<file path="config.mk">
export PLATFORM = sky130hd
export DESIGN_NAME = fracn_divider
export DESIGN_NICKNAME = d
export VERILOG_FILES = /design/src/rtl/fracn_pkg.sv /design/src/rtl/fracn_accum.sv /design/src/rtl/fracn_mash.sv /design/src/rtl/fracn_counter.sv /design/src/rtl/fracn_divider.sv
export SDC_FILE = /design/constraint.sdc
export NUM_CORES = 1
export LEC_CHECK = 0
export BUFFER_PORTS_ARGS = -buffer_cell sky130_fd_sc_hd__buf_2
export CELL_PAD_IN_SITES_DETAIL_PLACEMENT = 1
export CELL_PAD_IN_SITES_GLOBAL_PLACEMENT = 2
export CORE_MARGIN = 3
export CORE_UTILIZATION = 40
export DETAILED_ROUTE_END_ITERATION = 8
export GPL_TIMING_DRIVEN = 0
export PLACE_DENSITY_LB_ADDON = 0.05
export SLEW_MARGIN = 10
export SYNTH_ARGS = -nofsm -noshare
export SYNTH_HDL_FRONTEND = slang
export SYNTH_SLANG_ARGS = --single-unit
</file>
<file path="constraint.sdc">
create_clock -name clk -period 4.45 [get_ports clk]
set_input_delay 0.2225 -clock clk [delete_from_list [all_inputs] [get_ports clk]]
set_output_delay 0.2225 -clock clk [all_outputs]
set_load 0.02 [all_outputs]
</file>
<file path="src/rtl/fracn_pkg.sv">
package fracn_pkg;
  // smallest integer part; most negative offset is -3, keeps modulus >= 2
  localparam int unsigned MIN_N   = 5;
  localparam int unsigned MIN_MOD = 2;
  localparam int unsigned NSTAGE  = 3;

  typedef logic signed [3:0] ofs_t;

  // order code -> active stage count
  function automatic logic [1:0] order_to_stages(input logic [1:0] code);
    return (code < 2'd2) ? 2'd1 : code;
  endfunction
endpackage

</file>
<file path="src/rtl/fracn_accum.sv">
module fracn_accum #(
  parameter int ACC_W = 8
) (
  input  logic             clk,
  input  logic             rst_n,
  input  logic             adv,
  input  logic             active,
  input  logic [ACC_W-1:0] addend,
  output logic [ACC_W-1:0] sum_nx,
  output logic             carry
);
  logic [ACC_W-1:0] sum_q, sum_d;
  logic [ACC_W:0]   total;

  always_comb begin
    total  = {1'b0, sum_q} + {1'b0, addend};
    sum_nx = total[ACC_W-1:0];
    carry  = active & total[ACC_W];
    sum_d  = sum_q;
    if (adv) sum_d = active ? total[ACC_W-1:0] : '0;
  end

  always_ff @(posedge clk or negedge rst_n) begin
    if (!rst_n) sum_q <= '0;
    else        sum_q <= sum_d;
  end


  idle_stage_chk: assert property (@(posedge clk) disable iff (!rst_n)
    (adv && !active) |=> (sum_q == '0));
endmodule

</file>
<file path="src/rtl/fracn_mash.sv">
module fracn_mash
  import fracn_pkg::*;
#(
  parameter int ACC_W = 8
) (
  input  logic             clk,
  input  logic             rst_n,
  input  logic             adv,
  input  logic [ACC_W-1:0] frac,
  input  logic [1:0]       order,
  output ofs_t             ofs
);
  logic [1:0]        n_act;
  logic [ACC_W-1:0]  sum_nx [NSTAGE];
  logic [NSTAGE-1:0] cy;
  logic              c2_q, c3_q, c3_qq;
  logic              c2_d, c3_d, c3_dd;

  assign n_act = order_to_stages(order);

  for (genvar g = 0; g < NSTAGE; g++) begin : g_stage
    logic [ACC_W-1:0] add_in;
    if (g == 0) begin : g_first
      assign add_in = frac;
    end else begin : g_next
      assign add_in = sum_nx[g-1];
    end
    fracn_accum #(.ACC_W(ACC_W)) u_acc (
      .clk    (clk),
      .rst_n  (rst_n),
      .adv    (adv),
      .active (32'(g) < 32'(n_act)),
      .addend (add_in),
      .sum_nx (sum_nx[g]),
      .carry  (cy[g])
    );
  end

  // error-cancellation network: c1 + (1-z^-1)c2 + (1-z^-1)^2 c3
  always_comb begin
    ofs = $signed({3'b000, cy[0]})
        + $signed({3'b000, cy[1]}) - $signed({3'b000, c2_q})
        + $signed({3'b000, cy[2]}) - $signed({2'b00, c3_q, 1'b0})
        + $signed({3'b000, c3_qq});
    c2_d  = c2_q;
    c3_d  = c3_q;
    c3_dd = c3_qq;
    if (adv) begin
      c2_d  = cy[1];
      c3_d  = cy[2];
      c3_dd = c3_q;
    end
  end

  always_ff @(posedge clk or negedge rst_n) begin
    if (!rst_n) begin
      c2_q  <= 1'b0;
      c3_q  <= 1'b0;
      c3_qq <= 1'b0;
    end else begin
      c2_q  <= c2_d;
      c3_q  <= c3_d;
      c3_qq <= c3_dd;
    end
  end


  ofs_range3_chk: assert property (@(posedge clk) disable iff (!rst_n)
    adv |-> (ofs >= -4'sd3 && ofs <= 4'sd4));

  ofs_range2_chk: assert property (@(posedge clk) disable iff (!rst_n)
    (adv && n_act == 2'd2 && $stable(order)) |-> (ofs >= -4'sd1 && ofs <= 4'sd2));

  ofs_range1_chk: assert property (@(posedge clk) disable iff (!rst_n)
    (adv && n_act == 2'd1 && $stable(order)) |-> (ofs == 4'sd0 || ofs == 4'sd1));
endmodule

</file>
<file path="src/rtl/fracn_counter.sv">
module fracn_counter
  import fracn_pkg::*;
#(
  parameter int MOD_W = 9
) (
  input  logic             clk,
  input  logic             rst_n,
  input  logic [MOD_W-1:0] next_mod,
  output logic             load,
  output logic             pulse,
  output logic [MOD_W-1:0] cur_mod
);
  logic [MOD_W-1:0] cnt_q, cnt_d, mod_q, mod_d;
  logic             armed_q, armed_d;

  always_comb begin
    load    = (cnt_q == '0);
    pulse   = armed_q & load;
    cnt_d   = cnt_q - 1'b1;
    mod_d   = mod_q;
    armed_d = armed_q;
    if (load) begin
      cnt_d   = next_mod - 1'b1;
      mod_d   = next_mod;
      armed_d = 1'b1;
    end
  end

  always_ff @(posedge clk or negedge rst_n) begin
    if (!rst_n) begin
      cnt_q   <= '0;
      mod_q   <= '0;
      armed_q <= 1'b0;
    end else begin
      cnt_q   <= cnt_d;
      mod_q   <= mod_d;
      armed_q <= armed_d;
    end
  end

  assign cur_mod = mod_q;


  mod_hold_chk: assert property (@(posedge clk) disable iff (!rst_n)
    !load |=> $stable(mod_q));

  pulse_width_chk: assert property (@(posedge clk) disable iff (!rst_n)
    pulse |=> !pulse);

  mod_floor_chk: assert property (@(posedge clk) disable iff (!rst_n)
    armed_q |-> (mod_q >= MOD_W'(MIN_MOD)));
endmodule

</file>
<file path="src/rtl/fracn_divider.sv">
module fracn_divider
  import fracn_pkg::*;
#(
  parameter int INT_W = 8,
  parameter int ACC_W = 8,
  localparam int MOD_W = INT_W + 1
) (
  input  logic             clk,
  input  logic             rst_n,
  input  logic [INT_W-1:0] int_n,
  input  logic [ACC_W-1:0] frac,
  input  logic [1:0]       order,
  output logic             div_pulse,
  output logic [MOD_W-1:0] modulus
);
  logic [1:0]         rsync_q;
  logic               rst_ni;
  logic [INT_W-1:0]   n_eff;
  ofs_t               ofs;
  logic signed [MOD_W:0] mod_s;
  logic [MOD_W-1:0]   next_mod;
  logic               load;

  // reset asserts at once, releases after two clock edges
  always_ff @(posedge clk or negedge rst_n) begin
    if (!rst_n) rsync_q <= 2'b00;
    else        rsync_q <= {rsync_q[0], 1'b1};
  end
  assign rst_ni = rsync_q[1];

  always_comb begin
    n_eff    = (int_n < INT_W'(MIN_N)) ? INT_W'(MIN_N) : int_n;
    mod_s    = $signed({2'b00, n_eff}) + {{(MOD_W-3){ofs[3]}}, ofs};
    next_mod = mod_s[MOD_W-1:0];
  end

  fracn_mash #(.ACC_W(ACC_W)) u_mash (
    .clk   (clk),
    .rst_n (rst_ni),
    .adv   (load),
    .frac  (frac),
    .order (order),
    .ofs   (ofs)
  );

  fracn_counter #(.MOD_W(MOD_W)) u_cnt (
    .clk      (clk),
    .rst_n    (rst_ni),
    .next_mod (next_mod),
    .load     (load),
    .pulse    (div_pulse),
    .cur_mod  (modulus)
  );


  next_floor_chk: assert property (@(posedge clk) disable iff (!rst_ni)
    load |-> (next_mod >= MOD_W'(MIN_MOD)));
endmodule

</file>
* After elaboration in Yosys (flattened, before gate mapping)
Cells that the tools add are included.
Operators by class: add/sub/neg operators 11, reduce and logical (&&, ||, !) cells 1, magnitude comparators 5, bitwise gates (word level) 4, multiplexer cells 6
Operators with widths (number):
- two-way mux 8 bit | 4
- adder 8 x 8 -> 9 bit | 3
- subtractor 9 x 1 -> 9 bit, second input constant | 2
- adder 9 x 4 -> 9 bit | 1
- zero test 9 bit | 1
- two-way mux 9 bit | 1
- adder 4 x 2 -> 4 bit | 2
- less-than comparator 8 x 3 -> 1 bit, second input constant | 1
- bitwise AND 1 bit | 4
- less-than comparator 1 x 2 -> 1 bit, first input constant | 2
- subtractor 4 x 2 -> 4 bit | 1
- subtractor 4 x 3 -> 4 bit | 1
- adder 1 x 1 -> 2 bit | 1
- less-than comparator 2 bit, first input constant | 1
- less-than comparator 2 bit, second input constant | 1
- two-way mux 2 bit | 1
Storage, ports and cells: bits of input ports 20, logic and storage cells 37, output and inout port bits 10, register bits after elaboration 48

* Longest topological paths before layout
depth after elaboration 12, gate-level depth with buffers 30, gate-level depth less buffers 30

* Modules after synthesis
From an unflattened synthesis, not the netlist that was laid out.
Second synthesis, totals: cell total of the unflattened synthesis 377, area, all modules 3614.7 um^2
By module, submodules not included:
- fracn_accum | cells each 67, area each 639.4 um^2, times used 3, sequential area each 200.2 um^2
- fracn_counter | cells each 90, area each 958.4 um^2, times used 1, sequential area each 475.5 um^2
- fracn_divider | cells each 53, area each 440.4 um^2, times used 1, sequential area each 50.0 um^2
- fracn_mash | cells each 33, area each 297.8 um^2, times used 1, sequential area each 75.1 um^2

* Worst setup path before layout
No wires, ideal clock.
kind register -> register, start register u_mash.g_stage[0].u_acc.sum_q[0], end register u_cnt.cnt_q[8], cell stages (with the launch flop) 31, path slack -2086 ps, clock period less this slack 6536 ps, arrival 6456 ps, library setup time 80 ps, buffers on the path 0, data required time 4370 ps, cell sequence dfrtp_1 > ha_1 > fa_1 > ha_1 > a21o_1 > a21oi_1 > nor2b_1 > o21a_1 > nor2_1 > xnor2_1 > ha_1 > a21o_1 > a31o_2 > a21o_1 > a21oi_1 > or2_2 > ha_1 > inv_1 > fa_1 > ha_1 > inv_1 > ha_1 > inv_1 > ha_1 > nor2b_4 > o31a_1 > o221ai_2 > mux2i_1 > or4b_4 > a2111oi_4 > xnor2_1
On the way: longest elaborated chain between the ends 11, elaborated cells on any way between the ends 14, classes of those cells 10 x add/sub; 1 x mux; 3 x bitwise
Ends and longest elaborated chain:
- from (decl) | RTL line fracn_accum.sv:12 | logic [ACC_W-1:0] sum_q, sum_d;
- from (signal assigned) | RTL line fracn_accum.sv:25 | else sum_q <= sum_d;
- adder 8 x 8 -> 9 bit * | RTL line fracn_accum.sv:16 | total = {1'b0, sum_q} + {1'b0, addend};
- adder 8 x 8 -> 9 bit | RTL line fracn_accum.sv:16
- bitwise AND 1 bit | RTL line fracn_accum.sv:18 | carry = active & total[ACC_W];
- adder 1 x 1 -> 2 bit | RTL line fracn_mash.sv:42 | + $signed({3'b000, cy[1]}) - $signed({3'b000, c2_q})
- subtractor 4 x 2 -> 4 bit | RTL line fracn_mash.sv:42
- adder 4 x 2 -> 4 bit * | RTL line fracn_mash.sv:43 | + $signed({3'b000, cy[2]}) - $signed({2'b00, c3_q, 1'b0})
- subtractor 4 x 3 -> 4 bit * | RTL line fracn_mash.sv:43
- adder 4 x 2 -> 4 bit * | RTL line fracn_mash.sv:44 | + $signed({3'b000, c3_qq});
- adder 9 x 4 -> 9 bit * | RTL line fracn_divider.sv:33 | mod_s = $signed({2'b00, n_eff}) + {{(MOD_W-3){ofs[3]}}, ofs};
- subtractor 9 x 1 -> 9 bit * | RTL line fracn_counter.sv:23 | cnt_d = next_mod - 1'b1;
- two-way mux 9 bit * | RTL line fracn_counter.sv:22 | if (load) begin
- named net u_cnt.cnt_d[8] | RTL line fracn_counter.sv:13 | logic [MOD_W-1:0] cnt_q, cnt_d, mod_q, mod_d;
- to (signal assigned) | RTL line fracn_counter.sv:35 | cnt_q <= cnt_d;
- to (decl) | RTL line fracn_counter.sv:13
The timed path passes the listed nets; every way through them passes the cells marked *. A chain may end at the register's enable or synchronous reset.

* Worst setup path after layout
Same ends and word-level chain as after synthesis.

==> results.md <==
| Step | Metric | Value |
|:---|:---|:---|
| outcome | Status | complete, but fails checks |
| outcome | Failing checks | negative setup slack |
| drt | Pre-Repair DR Iteration Count | 4 |
| critical path | Library cell contributing the largest single delay on the critical path | fa_2 |
| floorplan | Die area | 9714 sq um |
| global routing | Number of global-route vias before repair | 3286 |
| clocking | Clock Latency Late Sink | 0.31 ns |
| synthesis | FFs w/ async S/R, synth | 1.000 |
| timing | Setup Skew | 0.009498 ns |
| floorplan | Core Rows | 33 |
| floorplan | Number of top-level pins | 30 |
| clocking | CTS tree | yes |
| clocking | H-tree level count | 2 |
| clocking | Cell at the root of the clock tree | clkbuf_8 |
| global routing | Pin count of the biggest net entering global routing | 33 |
| layout | Area added between synthesis and finish | 39.14% |
| timing | Slack of the critical path | -2.239 ns |
| critical path | Arrival time of the worst setup path | 6.93 ns |
| clocking | Number of clock buffers inserted by TritonCTS | 5 |
| timing | Total count of hold-check failures in the final report | 0 |
| global routing | Global-route wire length before repair | 16220 microns |
| place | Detailed placer's ending HPWL | 6852 microns |
| place | Routability congestion estimate from global placement | 0.8061 |
| timing | Period minus WS final | 6.689 ns |
| critical path | Peak per-stage delay on the critical path | 0.60 ns |
| layout | Count of placed standard cells in the final layout, fillers left out | 555 |
| timing | Actual transition at the worst max-transition pin | 0.6815 ns |
| timing | Total negative setup slack | -27.37 ns |
| synthesis | Sequential share of the synthesized area | 0.3505 |
| timing | Worst rel slew slack | 0.5457 |
| layout | Antenna diode instance count | 0 |
| critical path | Required time reported for the critical path endpoint | 4.69 ns |
| synthesis | Yosys warnings | 0 |
| critical path | Maximum fanout along the worst path | 5 |
| clocking | Clock sinks | 48 |
| clocking | CTS clk-pin slew, worst paths | 0.10 ns |
| layout | Top library cells by usage in the layout, fill and taps aside | 52 x nand2_1, 47 x dfrtp_1, 42 x buf_4, 29 x buf_2, 24 x ha_1 |
| synthesis | Mean post-synth cell area | 9.441 sq um |
| timing | Top achievable clock speed | 0.1495 GHz |
| layout | Share of layout cells above drive strength 1 | 0.3822 |
| critical path | Most common cell on crit path | ha_4 |
| timing | Max-slew violation count | 0 |
| layout | Total of fill cells in the finished design | 935 |
| drt | Total Routed Length | 10140 microns |
| drt | Count of antenna-violating nets left after detailed routing | 0 |
| synthesis | Count of cell types in the netlist | 60 |
| global routing | Antenna violations before repair | 0 |
| synthesis | Total standard cell area after synthesis | 3427 sq um |
| min path | Worst min-delay path category | register to asynchronous set/reset pin |
| place | Input/output buffers | 27 |
| timing | Crit share post-route | 1.503 |
| drt | Starting DRT DRC Count | 71 |
| clocking | Maximum buffer depth of the clock tree | 2 |
| critical path | Nature of the critical path endpoint | register |
| critical path | Cell class contributing the biggest share of worst-path delay | adder cells |
| flow run | Max-Cap Viols | 0 |
| layout | Count of nets after finishing | 512 |
| floorplan | Floorplan die height | 98.56 microns |
| layout | Commonest non-fill, non-tap cell in the layout | nand2_1 |
| critical path | Number of buffers and inverters on the critical path | 3 |
| synthesis | Cells after synthesis | 363 |
| place | Placed instance count | 496 |
| synthesis | Net Count, Synth | 426 |
| synthesis | Synthesis-stage register bit count | 48 |
| drt | Per-cell routed wire length | 18.28 microns |
| critical path | Critical path startpoint category | register |
| drt | DRC Markers | 0 |
| drt | Vias after detailed routing | 2939 |
| synthesis | Ys flop type | dfrtp_1 |
| critical path | Worst Setup Path Type | register to register |
| timing | # setup viols final | 19 |
| synthesis | Number of flops mapped to enable cells by yosys | 0 |
| floorplan | Area of the core | 8258 sq um |
| global routing | Overflow after GRT | 0 |
| timing | Unrepaired setup endpoints after global routing | yes |
| drt | Via density per instance | 5.295 |
| floorplan | Initial Util | 0.4150 |
| global routing | Overall track demand over capacity in global routing | 0.2070 |
| floorplan | DIE WIDTH | 98.56 microns |
state kept, by name, summed over array words and instances, names as in the netlist:
name	flops
u_mash.g_stage.u_acc.sum_q	24
u_mash.c2_q	1
u_cnt.cnt_q	9
u_cnt.cur_mod	9
rsync_q	2
u_mash.c3_q	1
u_mash.c3_qq	1
u_cnt.armed_q	1
per-stage QoR:
stage               utilization  cell area [sq um]  hold WS, ns  setup slack [ns]
floorplan                     -               3527     -0.07309            -1.763
global placement         0.4594               3794     0.007844            -2.201
detailed placement       0.4620               3815      0.01077            -2.341
CTS                      0.5439               4492       0.2049            -2.210
global route             0.5774               4768       0.2242            -2.473
finish                   0.5774               4768       0.1947            -2.239
path summary, 6_finish.rpt:
kind	startpoint	endpoint	slack (ns)	depth (start not counted)
worst max-delay path	u_mash.g_stage[0].u_acc.sum_q[0]$_DFFE_PN0N_	u_cnt.cnt_q[8]$_DFF_PN0_	-2.24	30
worst min-delay path	rsync_q[1]$_DFF_PN0_	u_mash.g_stage[1].u_acc.sum_q[2]$_DFFE_PN0N_	0.19	0
worst max register to register	u_mash.g_stage[0].u_acc.sum_q[0]$_DFFE_PN0N_	u_cnt.cnt_q[8]$_DFF_PN0_	-2.24	30
worst min register to register	rsync_q[1]$_DFF_PN0_	u_mash.g_stage[1].u_acc.sum_q[2]$_DFFE_PN0N_	0.19	0
max in group asynchronous	rsync_q[1]$_DFF_PN0_	u_mash.g_stage[0].u_acc.sum_q[1]$_DFFE_PN0N_	3.74	1
min in group clk	order[0]	u_mash.g_stage[2].u_acc.sum_q[0]$_DFFE_PN0N_	0.21	3
Yosys cell counts, types with 2 or more instances:
cell type	n	area (sq um)
a21o_1	11	82.58
a21oi_1	16	80.08
a22o_1	3	26.28
a31oi_1	3	18.77
and2_1	2	12.51
buf_2	3	15.01
clkbuf_1	10	37.54
dfrtp_1	48	1201
fa_1	6	120.1
ha_1	37	462.9
inv_1	19	71.32
mux2_2	3	33.78
mux2i_1	2	20.02
nand2_1	54	202.7
nand2b_1	6	37.54
nand3_1	11	55.05
nand3b_1	3	22.52
nand4b_1	2	17.52
nor2_1	20	75.07
nor2b_1	6	37.54
nor3_1	7	35.03
nor4b_1	2	17.52
o211ai_1	2	15.01
o21a_1	5	37.54
o21ai_0	14	70.07
o21bai_1	2	15.01
o22ai_1	2	12.51
o31a_1	2	17.52
o41ai_1	2	17.52
or2_2	2	12.51
or4_1	2	15.01
xnor2_1	20	175.2
xor2_1	9	78.83
logic make-up (layout without fill, tap and decap cells):
family,Yosys count,after routing,share of synthesized area
AO/OA/AOI/OAI,76,76,0.1603
XOR/XNOR,30,30,0.07886
adder cells (fa/ha/maj),43,43,0.1701
buffers and inverters,34,121,0.04162
flip-flops,48,48,0.3505
multiplexers,5,5,0.01570
other,1,1,0.001094
AND/OR/NAND/NOR,126,126,0.1818
final cells by class:
type                    instances  area, sq um  area share
inverters                      19        71.32     0.01496
flip-flops and latches         48         1202      0.2522
well taps                     105        131.4     0.02755
plain buffers                  15        73.82     0.01548
repair buffers                 79        578.1      0.1212
multi-input cells             281         2574      0.5398
clock inverters                 3        68.82     0.01443
clock buffers                   5        68.82     0.01443
repair_timing:
action / 4_1_cts / 5_1_grt
resized for setup: 47 / 26
endpoints found under the hold margin: 2 / 0
setup endpoints to repair: 18 / 19
pin swaps: 47 / 28
setup buffers: 35 / 16
hold buffers: 1 / 0
layer usage:
metal  part of all wire  GRT usage  wire [microns]  vias to the layer above
met4              0.015    0.05777             150                        0
li1                   -          -               -                     1430
met3              0.014    0.02831             140                       12
met2               0.56     0.3885            5649                       27
met1               0.41     0.2453            4203                     1470
met5                  0          0               0                        -
Power is not shown: default switching activity piles up to over one toggle a cycle in this logic, so the estimate is an artifact.
